`src/rtl/lar_pkg.sv`:
```
package lar_pkg;
    localparam int ACC_W      = 8;
    localparam int BIT_VALID  = 7;
    localparam int BIT_ACTIVE = 5;
    localparam int BIT_PEND   = 2;
    localparam int BIT_REQ    = 1;

    typedef enum logic [0:0] {
        ST_IDLE  = 1'b0,
        ST_OWNED = 1'b1
    } arb_state_e;
endpackage

```
`src/rtl/lar_decode.sv`:
```
module lar_decode #(
    parameter int ADDR_W  = 16,
    parameter int WIN_LSB = 12,
    parameter int N_LOC   = 5,
    localparam int WIN_W  = ADDR_W - WIN_LSB
) (
    input  logic [ADDR_W-1:0] addr,
    output logic [WIN_W-1:0]  win,
    output logic              in_range,
    output logic              is_access
);
    always_comb begin
        win       = addr[ADDR_W-1:WIN_LSB];
        in_range  = (int'(win) < N_LOC);
        is_access = (addr[WIN_LSB-1:0] == '0);
    end
endmodule

```
`src/rtl/lar_fsm.sv`:
```
module lar_fsm
    import lar_pkg::*;
#(
    parameter int N_LOC = 5,
    localparam int LOC_W = (N_LOC > 1) ? $clog2(N_LOC) : 1
) (
    input  logic             clk,
    input  logic             rst_n,
    input  logic             acc_wr,
    input  logic [LOC_W-1:0] wr_loc,
    input  logic             set_req,
    input  logic             set_rel,
    output logic             owner_valid,
    output logic [LOC_W-1:0] owner_id,
    output logic [N_LOC-1:0] req_q,
    output logic             loc_change
);
    arb_state_e       state_q, state_d;
    logic [LOC_W-1:0] owner_d;
    logic [N_LOC-1:0] req_d;
    logic [N_LOC-1:0] incoming;
    logic [N_LOC-1:0] cand;

    function automatic logic [LOC_W-1:0] pick_hi(input logic [N_LOC-1:0] v);
        logic [LOC_W-1:0] idx;
        idx = '0;
        for (int i = 0; i < N_LOC; i++)
            if (v[i]) idx = LOC_W'(i);
        return idx;
    endfunction

    function automatic logic [N_LOC-1:0] onehot(input logic [LOC_W-1:0] n);
        return N_LOC'(1) << n;
    endfunction

    always_comb begin
        state_d  = state_q;
        owner_d  = owner_id;
        req_d    = req_q;
        cand     = '0;
        incoming = (acc_wr && set_req) ? onehot(wr_loc) : '0;
        unique case (state_q)
            ST_IDLE: begin
                cand = req_q | incoming;
                if (cand != '0) begin                       // GRANT
                    state_d = ST_OWNED;
                    owner_d = pick_hi(cand);
                    req_d   = cand & ~onehot(pick_hi(cand));
                end
            end
            ST_OWNED: begin
                if (acc_wr && set_rel && wr_loc == owner_id) begin
                    cand = req_q;
                    if (cand != '0) begin                   // HANDOVER
                        owner_d = pick_hi(cand);
                        req_d   = cand & ~onehot(pick_hi(cand));
                    end else begin                          // RELEASE
                        state_d = ST_IDLE;
                        owner_d = '0;
                    end
                end else begin                              // HOLD
                    req_d = req_q | (incoming & ~onehot(owner_id));
                end
            end
        endcase
    end

    always_ff @(posedge clk) begin
        if (!rst_n) begin
            state_q  <= ST_IDLE;
            owner_id <= '0;
            req_q    <= '0;
        end else begin
            state_q  <= state_d;
            owner_id <= owner_d;
            req_q    <= req_d;
        end
    end

    always_ff @(posedge clk) begin
        if (!rst_n)
            loc_change <= 1'b0;
        else
            loc_change <= (state_d != state_q) || (owner_d != owner_id);
    end

    assign owner_valid = (state_q == ST_OWNED);
endmodule

```
`src/rtl/lar_rdmux.sv`:
```
module lar_rdmux
    import lar_pkg::*;
#(
    parameter int N_LOC  = 5,
    parameter int DATA_W = 32,
    localparam int LOC_W = (N_LOC > 1) ? $clog2(N_LOC) : 1
) (
    input  logic              clk,
    input  logic              rst_n,
    input  logic              rd_hit,
    input  logic [LOC_W-1:0]  rd_loc,
    input  logic              owner_valid,
    input  logic [LOC_W-1:0]  owner_id,
    input  logic [N_LOC-1:0]  req_q,
    output logic [DATA_W-1:0] rd_data
);
    logic [ACC_W-1:0] acc_view;

    always_comb begin
        acc_view             = '0;
        acc_view[BIT_VALID]  = 1'b1;
        acc_view[BIT_ACTIVE] = owner_valid && (owner_id == rd_loc);
        acc_view[BIT_PEND]   = |req_q;
        acc_view[BIT_REQ]    = req_q[rd_loc];
    end

    always_ff @(posedge clk) begin
        if (!rst_n)
            rd_data <= '0;
        else
            rd_data <= rd_hit ? DATA_W'(acc_view) : '0;
    end
endmodule

```
`src/rtl/locality_arbiter.sv`:
```
module locality_arbiter
    import lar_pkg::*;
#(
    parameter int N_LOC   = 5,
    parameter int ADDR_W  = 16,
    parameter int WIN_LSB = 12,
    parameter int DATA_W  = 32,
    localparam int BE_W   = DATA_W / 8,
    localparam int LOC_W  = (N_LOC > 1) ? $clog2(N_LOC) : 1,
    localparam int WIN_W  = ADDR_W - WIN_LSB
) (
    input  logic              clk,
    input  logic              rst_n,
    input  logic              bus_wr,
    input  logic              bus_rd,
    input  logic [ADDR_W-1:0] bus_addr,
    input  logic [DATA_W-1:0] bus_wdata,
    input  logic [BE_W-1:0]   bus_be,
    output logic [DATA_W-1:0] rd_data,
    output logic              owner_valid,
    output logic [LOC_W-1:0]  owner_id,
    output logic              loc_change,
    output logic              fwd_wr
);
    logic [WIN_W-1:0] win;
    logic             in_range, is_access, acc_wr, rd_hit;
    logic [LOC_W-1:0] sel_loc;
    logic [N_LOC-1:0] req_q;

    lar_decode #(.ADDR_W(ADDR_W), .WIN_LSB(WIN_LSB), .N_LOC(N_LOC)) i_dec (
        .addr(bus_addr), .win(win), .in_range(in_range), .is_access(is_access)
    );

    assign sel_loc = win[LOC_W-1:0];
    assign acc_wr  = bus_wr && in_range && is_access && bus_be[0];
    assign rd_hit  = bus_rd && in_range && is_access;
    assign fwd_wr  = bus_wr && in_range && !is_access && owner_valid
                     && (sel_loc == owner_id);

    lar_fsm #(.N_LOC(N_LOC)) i_fsm (
        .clk(clk), .rst_n(rst_n), .acc_wr(acc_wr), .wr_loc(sel_loc),
        .set_req(bus_wdata[BIT_REQ]), .set_rel(bus_wdata[BIT_ACTIVE]),
        .owner_valid(owner_valid), .owner_id(owner_id),
        .req_q(req_q), .loc_change(loc_change)
    );

    lar_rdmux #(.N_LOC(N_LOC), .DATA_W(DATA_W)) i_rd (
        .clk(clk), .rst_n(rst_n), .rd_hit(rd_hit), .rd_loc(sel_loc),
        .owner_valid(owner_valid), .owner_id(owner_id),
        .req_q(req_q), .rd_data(rd_data)
    );
endmodule

```
`config.mk`:
```
export PLATFORM = sky130hd
export DESIGN_NAME = locality_arbiter
export DESIGN_NICKNAME = d
export VERILOG_FILES = /design/src/rtl/lar_pkg.sv /design/src/rtl/lar_decode.sv /design/src/rtl/lar_fsm.sv /design/src/rtl/lar_rdmux.sv /design/src/rtl/locality_arbiter.sv
export SDC_FILE = /design/constraint.sdc
export NUM_CORES = 1
export LEC_CHECK = 0
export ABC_AREA = 1
export BUFFER_PORTS_ARGS = -buffer_cell sky130_fd_sc_hd__buf_4
export CORE_MARGIN = 8
export CORE_UTILIZATION = 40
export DETAILED_ROUTE_END_ITERATION = 10
export GPL_TIMING_DRIVEN = 0
export PLACE_DENSITY = 0.74
export SETUP_SLACK_MARGIN = 0.3
export SYNTH_ARGS = -nofsm -noshare
export SYNTH_HDL_FRONTEND = slang
export SYNTH_HIERARCHICAL = 1
export SYNTH_SLANG_ARGS = --single-unit
export TNS_END_PERCENT = 100
```
`constraint.sdc`:
```
create_clock -name clk -period 3.81 [get_ports clk]
set_clock_uncertainty 0.2 [all_clocks]
set_input_delay 0.762 -clock clk [delete_from_list [all_inputs] [get_ports clk]]
set_output_delay 0.762 -clock clk [all_outputs]
set_load 0.02 [all_outputs]
```
==> out/qor.yml <==
critical_path:
  cp.required_ns: 3.81
  max_stage_delay_ns: 0.34
  cp_num_buf_inv: 3
  r2r_cells: 13
  cp-end-kind: "register"
  path_cells: "buf_4 -> o21a_1 -> nor2_1 -> nand2_1 -> nor3b_1 -> nand3_1 -> o21ai_1 -> nor2_2 -> nand3_2 -> nand4_1 -> nand2_1 -> inv_1 -> nand3_1 -> nand2_1 -> inv_1"
  crit_start: "bus_addr[13]"
  worst_path_max_delay_cell: "nor3b_1"
  reg2reg_to: "i_fsm/loc_change"
  crit_path_max_fanout: 5
  cp_common_cell: "nand2_1"
  worst-r2r-setup-slack_ns: 1.76
  critical_path_class: "in -> reg"
  crit_family: "simple AND/OR/NAND/NOR gates"
  arrival_ns: 2.73
  r2r_start: "i_fsm/owner_id[0]"
  start_kind: "input pin"
power_and_ir_drop:
  netSwitchingFraction_pct: 27.27
  switchingPower_uw: 105.4
  leakagePower_uw: 0.001126
  power_frac_seq_pct: 37.9
  powerDensity_nw_per_um2: 197.9
  p_int_uw: 281.0
  ir_drop_v: 0.0001204
  clkPwrFrac_pct: 38.4
  power_frac_comb_pct: 23.8
placed_design:
  portBuffers: 32
  placed_area_um2: 1897
  hpwl_mm: 3.163
  pre_cts_ws_ns: 0.8005
  place.gp.congestion: 0.8928
sta:
  fmax_ghz: 0.3657
  slew_viol_final: 0
  rsz0062_at_grt: "no"
  fin_crit_ns: 2.734
  period_share_pct: 71.76
  setup_viol: 0
  setup-tns-final_ns: 0
  hold_ws_ns: 0.3106
  hold_viol: 0
  setup_slack_ns: 1.076
floorplan:
  die_w_um: 77.14
  ios: 94
  rows: 22
  start_util_pct: 41.15
  core-area_um2: 3633
  dieArea_um2: 5951
  die_h_um: 77.14
worst_hold_path:
  min_path_cells: 2
  holdPathEnd: "i_rd/rd_data[5]"
  min_from: "i_fsm/owner_valid"
  hold_class: "reg -> reg"
final_layout:
  drive_gt1_share_pct: 30.72
  area_growth_pct: 30.54
  design_area_um2: 1952
  finish.utilization_pct: 53.72
  layout_commonest_cell: "buf_4"
  antenna_cells: 0
  nNetsFinal: 363
  final_cell_mix: "buf_4 (64), nand2_1 (58), inv_1 (33), conb_1 (28), nor2_1 (23)"
yosys:
  syn-instance-count: 243
  avgSynthCellArea_um2: 6.153
  ys_warn_count: 6
  synth_area_um2: 1495
clock_tree:
  clockBufferDepth: 2
  cts_setup_buffers: 0
  ctsHoldBuffers: 0
  cts-htree-levels: 1
  clk_pin_slew_worst_paths_ns: 0.05
  cts_buffers: 3
  cts_tree: "yes"
  cts_sinks: 14
  clockRootBuffer: "clkbuf_8"
  cts_resized: 0
  clock_latency_ns: 0.25
global_routing:
  grt_pass1_vias: 1470
  grt_pass1_wl_mm: 6.541
  overflow: 0
  grt_max_degree: 12
  grt_use_total_pct: 13.11
  grt_antenna_before_repair: 0
drt:
  drc_errors: 0
  antenna_left: 0
  wirelength_mm: 3.929
  via_per_inst: 4.370
  drtIter0Drc: 104
  wl_per_cell_um: 11.10
  num_vias: 1547
  first_pass_iters: 5
flow_run:
  cap_violations: 0
outcome:
  status: "completed"
==> tightest hold or removal path, delay by kind of cell (launching register included) <==
kind / cells / cell delay (ns)
flops: 1 / 0.34
simple gates: 2 / 0.13
==> area by class of cell <==
type | instances | area, um^2
fill | 381 | 1682
buffer | 32 | 240.2
tap | 48 | 60.06
inverter | 39 | 146.4
sequential | 14 | 280.3
timing repair buffer | 32 | 240.2
multi-input combinational | 185 | 929.6
clock buffer | 4 | 55.05
==> layer usage <==
layer | share of wire (%) | GRT usage (%) | vias to the layer above | wire length, um
met5 | 0 | 0 | - | 0
met4 | 1.7 | 4.906 | 0 | 67
met3 | 6.9 | 4.779 | 6 | 272
met2 | 50 | 23.42 | 41 | 1971
met1 | 41 | 13.58 | 667 | 1618
li1 | - | - | 833 | -
==> worst max path at each step <==
stage	endpoint	slack [ns]	depth (start not counted)
global placement	i_fsm/loc_change	0.82	21
finish	i_fsm/loc_change	1.08	15
CTS	i_fsm/loc_change	1.06	18
detailed placement	i_fsm/loc_change	0.80	21
global route	i_fsm/loc_change	0.65	18
floorplan	i_fsm/loc_change	1.21	20
==> flip-flops by register name, summed over array words and instances, names as in the netlist <==
| register | cells |
|---|---|
| i_fsm/loc_change | 1 |
| i_fsm/owner_id | 3 |
| i_fsm/owner_valid | 1 |
| i_fsm/req_q | 5 |
| i_rd/rd_data | 4 |
==> power by group through the flow <==
stage               clock network, uW  registers (uW)  logic (uW)
floorplan                           0             150        68.9
global placement                    0             150        89.6
detailed placement                  0             150        90.3
CTS                               152             146        90.6
global route                      161             146        99.0
finish                            148             146        91.8
==> per-stage QoR <==
step	instances	power, uW
global route	354	406.2
floorplan	270	218.6
CTS	354	389.1
detailed placement	350	239.9
global placement	350	239.3
finish	354	386.3
Power figures use the tool's default switching activity.
